### config.mk
export PLATFORM = sky130hd
export DESIGN_NAME = acc_arith_unit
export DESIGN_NICKNAME = d
export VERILOG_FILES = /design/src/rtl/acc_arith_pkg.sv /design/src/rtl/acc_arith_digit.sv /design/src/rtl/acc_arith_ctrl.sv /design/src/rtl/acc_arith_datapath.sv /design/src/rtl/acc_arith_unit.sv
export SDC_FILE = /design/constraint.sdc
export NUM_CORES = 1
export LEC_CHECK = 0
export BUFFER_PORTS_ARGS = -buffer_cell sky130_fd_sc_hd__buf_2
export CAP_MARGIN = 20
export CORE_UTILIZATION = 50
export CTS_BUF_LIST = sky130_fd_sc_hd__clkbuf_8
export DETAILED_ROUTE_END_ITERATION = 16
export GPL_TIMING_DRIVEN = 0
export PLACE_DENSITY = 0.81
export SYNTH_ARGS = -nofsm -noshare
export SYNTH_HDL_FRONTEND = slang
export SYNTH_SLANG_ARGS = --single-unit
### constraint.sdc
create_clock -name clk -period 8.6 [get_ports clk]
set_clock_uncertainty 0.1 [all_clocks]
set_input_delay 0.43 -clock clk [delete_from_list [all_inputs] [get_ports clk]]
set_output_delay 0.43 -clock clk [all_outputs]
set_load 0.01 [all_outputs]
### src/rtl/acc_arith_pkg.sv
package acc_arith_pkg;
  localparam int DIGIT_W = 4;

  typedef struct packed {
    logic load;
    logic decimal;
    logic wide;
    logic sub;
  } arithStrobe_t;
endpackage

### src/rtl/acc_arith_digit.sv
module acc_arith_digit
  import acc_arith_pkg::*;
(
  input  logic [DIGIT_W-1:0] aDigit,
  input  logic [DIGIT_W-1:0] bDigit,
  input  logic               cin,
  input  logic               sub,
  output logic [DIGIT_W-1:0] digitOut,
  output logic               cout
);
  logic [DIGIT_W:0] addRaw;
  logic [DIGIT_W:0] subRaw;
  logic             addFix;
  logic             subNeg;

  always_comb begin
    addRaw = {1'b0, aDigit} + {1'b0, bDigit} + {{DIGIT_W{1'b0}}, cin};
    subRaw = {1'b0, aDigit} - {1'b0, bDigit} - {{DIGIT_W{1'b0}}, ~cin};
    addFix = (addRaw >= (DIGIT_W+1)'(10));
    subNeg = subRaw[DIGIT_W];
    if (sub) begin
      digitOut = subNeg ? (subRaw[DIGIT_W-1:0] - DIGIT_W'(6)) : subRaw[DIGIT_W-1:0];
      cout     = ~subNeg;
    end else begin
      digitOut = addFix ? (addRaw[DIGIT_W-1:0] + DIGIT_W'(6)) : addRaw[DIGIT_W-1:0];
      cout     = addFix;
    end
  end
endmodule

### src/rtl/acc_arith_ctrl.sv
module acc_arith_ctrl
  import acc_arith_pkg::*;
(
  input  logic         clk,
  input  logic         rstN,
  input  logic         startValid,
  input  logic         decimalMode,
  input  logic         wideMode,
  input  logic         subtract,
  output arithStrobe_t strobe,
  output logic         resultValid
);
  always_comb begin
    strobe.load    = startValid;
    strobe.decimal = decimalMode;
    strobe.wide    = wideMode;
    strobe.sub     = subtract;
  end

  always_ff @(posedge clk) begin
    if (!rstN) resultValid <= 1'b0;
    else       resultValid <= startValid;
  end
endmodule

### src/rtl/acc_arith_datapath.sv
module acc_arith_datapath
  import acc_arith_pkg::*;
#(
  parameter int DATA_W = 16
) (
  input  logic              clk,
  input  logic              rstN,
  input  arithStrobe_t      strobe,
  input  logic [DATA_W-1:0] accIn,
  input  logic [DATA_W-1:0] operand,
  input  logic              carryIn,
  output logic [DATA_W-1:0] resultAcc,
  output logic              flagN,
  output logic              flagZ,
  output logic              flagV,
  output logic              flagC
);
  localparam int NARROW_W      = DATA_W / 2;
  localparam int NUM_DIGITS    = DATA_W / DIGIT_W;
  localparam int NARROW_DIGITS = NARROW_W / DIGIT_W;

  logic [DATA_W-1:0]   bEff;
  logic [DATA_W:0]     wideSum;
  logic [NARROW_W:0]   narrowSum;
  logic [DATA_W-1:0]   decRes;
  logic [NUM_DIGITS:0] digitCarry;
  logic [DATA_W-1:0]   rawRes;
  logic [DATA_W-1:0]   merged;
  logic [DATA_W-1:0]   ovfVec;
  logic                nextN, nextZ, nextV, nextC, binCarry, decCarry;

  assign bEff      = strobe.sub ? ~operand : operand;
  assign wideSum   = {1'b0, accIn} + {1'b0, bEff} + {{DATA_W{1'b0}}, carryIn};
  assign narrowSum = {1'b0, accIn[NARROW_W-1:0]} + {1'b0, bEff[NARROW_W-1:0]}
                   + {{NARROW_W{1'b0}}, carryIn};

  assign digitCarry[0] = carryIn;
  generate
    for (genvar d = 0; d < NUM_DIGITS; d++) begin : g_digit
      acc_arith_digit u_digit (
        .aDigit  (accIn[d*DIGIT_W +: DIGIT_W]),
        .bDigit  (operand[d*DIGIT_W +: DIGIT_W]),
        .cin     (digitCarry[d]),
        .sub     (strobe.sub),
        .digitOut(decRes[d*DIGIT_W +: DIGIT_W]),
        .cout    (digitCarry[d+1])
      );
    end
  endgenerate

  always_comb begin
    binCarry = strobe.wide ? wideSum[DATA_W] : narrowSum[NARROW_W];
    decCarry = strobe.wide ? digitCarry[NUM_DIGITS] : digitCarry[NARROW_DIGITS];
    if (strobe.decimal)  rawRes = decRes;
    else if (strobe.wide) rawRes = wideSum[DATA_W-1:0];
    else                  rawRes = {{(DATA_W-NARROW_W){1'b0}}, narrowSum[NARROW_W-1:0]};
    merged = strobe.wide ? rawRes : {accIn[DATA_W-1:NARROW_W], rawRes[NARROW_W-1:0]};
    ovfVec = (rawRes ^ accIn) & (rawRes ^ bEff);
    nextN  = strobe.wide ? rawRes[DATA_W-1] : rawRes[NARROW_W-1];
    nextZ  = strobe.wide ? (rawRes == '0) : (rawRes[NARROW_W-1:0] == '0);
    nextV  = strobe.wide ? ovfVec[DATA_W-1] : ovfVec[NARROW_W-1];
    nextC  = strobe.decimal ? decCarry : binCarry;
  end

  always_ff @(posedge clk) begin
    if (!rstN) begin
      resultAcc <= '0;
      flagN     <= 1'b0;
      flagZ     <= 1'b0;
      flagV     <= 1'b0;
      flagC     <= 1'b0;
    end else if (strobe.load) begin
      resultAcc <= merged;
      flagN     <= nextN;
      flagZ     <= nextZ;
      flagV     <= nextV;
      flagC     <= nextC;
    end
  end
endmodule

### src/rtl/acc_arith_unit.sv
module acc_arith_unit
  import acc_arith_pkg::*;
#(
  parameter int DATA_W = 16
) (
  input  logic              clk,
  input  logic              rstN,
  input  logic              startValid,
  input  logic [DATA_W-1:0] accIn,
  input  logic [DATA_W-1:0] operand,
  input  logic              carryIn,
  input  logic              decimalMode,
  input  logic              wideMode,
  input  logic              subtract,
  output logic [DATA_W-1:0] resultAcc,
  output logic              flagN,
  output logic              flagZ,
  output logic              flagV,
  output logic              flagC,
  output logic              resultValid
);
  arithStrobe_t strobe;

  acc_arith_ctrl u_ctrl (
    .clk        (clk),
    .rstN       (rstN),
    .startValid (startValid),
    .decimalMode(decimalMode),
    .wideMode   (wideMode),
    .subtract   (subtract),
    .strobe     (strobe),
    .resultValid(resultValid)
  );

  acc_arith_datapath #(.DATA_W(DATA_W)) u_datapath (
    .clk      (clk),
    .rstN     (rstN),
    .strobe   (strobe),
    .accIn    (accIn),
    .operand  (operand),
    .carryIn  (carryIn),
    .resultAcc(resultAcc),
    .flagN    (flagN),
    .flagZ    (flagZ),
    .flagV    (flagV),
    .flagC    (flagC)
  );
endmodule

# Yosys cells after proc, flatten, opt, wreduce, memory -nomap -nowiden
# Cells that the tools add are included.
# W data, S select, Z words.
# word_totals
ff_bits	21
word_cells	78
# op_classes
add_sub_neg	28
order_cmp	4
n_mux	26
bitwise_logic	12
n_reduce_logical	2
# op_table
cell	count
$mux W16	4
$mux W4	12
$xor A16 B16 Y16	2
$add A4 B4 Y5	4
$add A5 B1 Y5	4
$ge A5 B4 Y1 const B	4
$sub A4 B4 Y5	4
$sub A5 B1 Y5	4
$add A16 B16 Y17	1
$add A17 B1 Y17	1
$add A4 B3 Y4 const B	4
$and A16 B16 Y16	1
$logic_not A16 Y1	1
$not A16 Y16	1
$sub A4 B3 Y4 const B	4
$mux W1	10
$add A8 B8 Y9	1
$add A9 B1 Y9	1
$logic_not A8 Y1	1
$not A1 Y1	8

# Depth between registers and ports, before layout
# logic_depth
ltp_word	21
mapped_depth	43
ltp_nobuf	43

# By module
# Synthesis repeated with hierarchy kept, for this count alone.
# unflattened
cells_unflattened	595
hier_area_um2	4864.7
# by_module_without_submodules
module	n_inst	cells_each	area_each_um2	seq_area_each_um2
acc_arith_datapath	1	267	2190.9	400.4
acc_arith_digit at u_datapath.g_digit[2].u_digit ...	2	83	655.6	0.0
acc_arith_digit at u_datapath.g_digit[0].u_digit ...	2	78	653.1	0.0
acc_arith_ctrl	1	6	56.3	20.0

# Least setup slack after synthesis
# OpenSTA, ideal clock, no wires.
# synth_timing
kind	in2reg
from	input accIn[0]
to	register u_datapath.resultAcc[14]
t_arrival_ns	8.463
required_ns	8.353
slack_ns	-0.110
path_stages	40
n_path_buf	0
cell_sequence	inv_1 > fa_1 > fa_1 > xnor2_1 > ha_1 > inv_1 > a31oi_1 > o221a_2 > a21oi_1 > fa_1 > inv_1 > fa_1 > xor2_1 > inv_1 > ha_1 > o31a_1 > nor2_1 > o32ai_2 > (+4 left out) > or3_1 > a32oi_1 > o21ai_1 > o21ai_0 > fa_1 > inv_1 > fa_1 > xor2_1 > inv_1 > ha_1 > nand2_1 > o2bb2ai_1 > o31a_1 > o21ai_1 > mux2_2 > nor2_1 > a2111oi_0 > a311oi_1
# synth_between
elab_chain_cells	19
elab_cells_between_ends	33
classes_between	add/sub (14); order compare (4); mux (9); bitwise (6)
# synth_rtl
item	line_no	source
from (decl)	acc_arith_unit.sv:9	input logic [DATA_W-1:0] accIn,
branches (longest 17 deep; another with $add A4 B4 Y5)	-	
$mux W16 *	acc_arith_datapath.sv:54	if (strobe.decimal) rawRes = decRes;
$mux W16 *	acc_arith_datapath.sv:57	merged = strobe.wide ? rawRes : {accIn[DATA_W-1:NARROW_W], rawRes[NARROW_W-1:0]};
to (signal assigned)	acc_arith_datapath.sv:73	resultAcc <= merged;
to (decl)	acc_arith_datapath.sv:12	output logic [DATA_W-1:0] resultAcc,
# Mark *: on every way between the ends.
# A chain may end at the register's enable or synchronous reset.

# Worst setup path after layout
# layout_timing
from	input operand[0]
to	register u_datapath.resultAcc[14]
# layout_between
elab_chain_cells	19
elab_cells_between_ends	35
classes_between	add/sub (14); order compare (4); mux (10); bitwise (7)
# layout_rtl
item	line_no	source
from (decl)	acc_arith_unit.sv:10	input logic [DATA_W-1:0] operand,
branches (longest 17 deep; another with $add A4 B4 Y5)	-	
$mux W16 *	acc_arith_datapath.sv:54	
$mux W16 *	acc_arith_datapath.sv:57	
# Marks and branches as above.

==> impl_metrics.env <==
export IMPL_status="complete, no violations"
export IMPL_synth_area_leader_cell="ha_1"
export IMPL_cts_tree="built"
export IMPL_synth_top_area_frac=0.179
export IMPL_antenna_cells=0
export IMPL_num_vias=4020
export IMPL_initial_core_util=0.524
export IMPL_cts_sinks=21
export IMPL_fin_crit_ns=8.37
export IMPL_fin_crit_sh=0.973
export IMPL_synth_cells=524
export IMPL_track_usage=0.257
export IMPL_fillers=682
export IMPL_fin_area_um2=4860
export IMPL_critPathKind="in2reg"
export IMPL_firstDrtPassIters=5
export IMPL_grt_max_degree=12
export IMPL_clk_insertion_delay_late_ns=0.26
export IMPL_grt_antenna_before_repair=0
export IMPL_final_cell_mix="buf_2 (59), ha_1 (55), inv_1 (50)"
export IMPL_clockBufferDepth=2
export IMPL_seq_area_frac_synth=0.102
export IMPL_final_nets=710
export IMPL_clk_pin_slew_worst_paths_ns=0.07
export IMPL_area_growth_pct=18.1
export IMPL_overflow=0
export IMPL_synth_ff_type="dfxtp_1"
export IMPL_synth_edf_count=0
export IMPL_crit_family="adder cells"
export IMPL_worstPathRequired_ns=8.61
export IMPL_place_detailed_hpwl_mm=8.81
export IMPL_yosysWarnings=0
export IMPL_hp_class="in2reg"
export IMPL_rows=32
export IMPL_drcViolationCount=0
export IMPL_cpMostUsedCell="fa_2"
export IMPL_relSlewSlack=0.436
export IMPL_drive_above_1_share=0.233
export IMPL_drv_cap=0
export IMPL_syn_area_um2=4120
export IMPL_cp_max_fo=5
export IMPL_detail_route_antenna_nets=0
export IMPL_max_stage_delay_ns=0.43
export IMPL_synth_area_leaders="ha_1 (18%), dfxtp_1 (10%), fa_1 (8.8%)"
export IMPL_clock_fmax_mhz=119
export IMPL_gp_congestion=0.942
export IMPL_synth_cell_type_count=69
export IMPL_synth_seq_cells=21
export IMPL_cp_slowest_cell="fa_2"
export IMPL_fp_coreArea_um2=7850
export IMPL_powerDensity_nw_per_um2=141
export IMPL_power_leakage_nw=2.24
export IMPL_dieArea_um2=8600
export IMPL_drt_vias_per_instance=5.78
export IMPL_io_buffers=55
export IMPL_async_reset_ff_frac=0
export IMPL_wire_per_inst_um=15.9
export IMPL_worst_pin_slew_ns=0.847
export IMPL_critPathLaunchType="input pin"
export IMPL_numCtsBuffers=3
export IMPL_synth_nets=640
export IMPL_die_width_um=92.7
export IMPL_initialDrtViolationCount=237
export IMPL_finalHoldViolCount=0
export IMPL_cts_root_buf="clkbuf_8"
export IMPL_setup_viol=0
export IMPL_end_kind="register"
export IMPL_die_h_um=92.7
export IMPL_cp_data_arrival_time_ns=8.38
export IMPL_detail_route_wirelength_mm=11.0
export IMPL_grt_pass1_wl_mm=18.0
export IMPL_ir_worst_vdd_mv=0.0561
export IMPL_syn_avg_cell_area_um2=7.85
export IMPL_cts_htree_levels=1
export IMPL_io_pins=60
export IMPL_grt_pass1_vias=3849
export IMPL_layout_commonest_cell="buf_2"
export IMPL_maxSlewViolCount=0
export IMPL_worst_path_buf_inv=8
export IMPL_hold_worst_slack_ns=0.346
export IMPL_dpl_cell_area_um2=4520
[path summary, 6_finish.rpt]
check,from,endpoint,slack (ns),depth (start not counted)
max reg2reg,u_datapath.resultAcc[1],u_datapath.resultAcc[1],7.70,2
min,rstN,u_datapath.resultAcc[1],0.35,2
max,operand[0],u_datapath.resultAcc[14],0.23,40
min reg2reg,u_datapath.resultAcc[15],u_datapath.resultAcc[15],0.36,2
[cell type report]
class | count | area (um^2) | area share
plain buffers | 20 | 95.1 | 0.0196
clock buffers | 3 | 41.3 | 0.00849
clock inverters | 1 | 3.75 | 0.000772
inverters | 55 | 206 | 0.0425
multi-input cells | 428 | 3620 | 0.744
flip-flops and latches | 21 | 420 | 0.0865
well taps | 102 | 128 | 0.0263
repair buffers | 65 | 350 | 0.0721
[through the flow]
stage | worst slack (ns) | util | total power, mW | TNS (ns) | cells
2_1_floorplan | 0.0510 | - | 0.449 | 0 | 524
3_3_place_gp | -0.843 | 0.576 | 0.541 | -4.44 | 681
3_5_place_dp | -1.07 | 0.576 | 0.557 | -6.26 | 681
4_1_cts | 0.0356 | 0.597 | 0.643 | 0 | 687
5_1_grt | -0.102 | 0.619 | 0.741 | -0.400 | 695
6_report | 0.230 | 0.619 | 0.684 | 0 | 695
[Yosys cell counts (7+ instances only)]
cell / n
a211oi_1: 12
a21o_1: 10
a21oi_1: 37
clkbuf_1: 11
dfxtp_1: 21
fa_1: 18
ha_1: 59
inv_1: 54
mux2i_1: 8
nand2_1: 31
nor2_1: 46
nor3_1: 11
o21ai_0: 26
or3_1: 7
xnor2_1: 22
xor2_1: 35
[worst register-to-register path, stage by stage (launching register included)]
cell and delay [ns]:
dfxtp_1 0.31, or2_2 0.27, o311a_1 0.12
[sequential cells by signal (all words and copies together) (netlist names)]
signal	cells
u_datapath.flagZ	1
u_datapath.flagV	1
u_datapath.resultAcc	16
u_datapath.flagC	1
u_ctrl.resultValid	1
u_datapath.flagN	1
[where the power goes]
part           total, mW  switching [mW]  internal [mW]
Combinational      0.509           0.282          0.226
Sequential         0.113         0.00549          0.107
Clock             0.0626          0.0308         0.0318
[layer usage]
metal,part of all wire,wire (um),global-route usage
met5,0,0,0
met4,0.0095,105,0.0359
met3,0.054,599,0.0156
met2,0.48,5300,0.451
met1,0.46,5040,0.352
[cell families (layout without fill, tap and decap cells)]
| kind of cell | after synthesis | in the layout | synth area share |
|---|---|---|---|
| flops | 21 | 21 | 0.102 |
| xor+xnor | 57 | 57 | 0.121 |
| mux | 12 | 12 | 0.0304 |
| fa+ha+maj | 77 | 77 | 0.267 |
| simple gates | 136 | 136 | 0.163 |
| buf+inv | 75 | 144 | 0.0733 |
| compound gates | 146 | 146 | 0.243 |
[timing repair]
item                                    in CTS  in global routing
hold buffers                                 0                  0
gates resized for setup                     27                 26
gates cloned                                 0                  0
endpoints found under the setup margin       7                  7
buffers inserted                             2                  8
pin swaps                                   11                 30
Power figures use the tool's default switching activity.
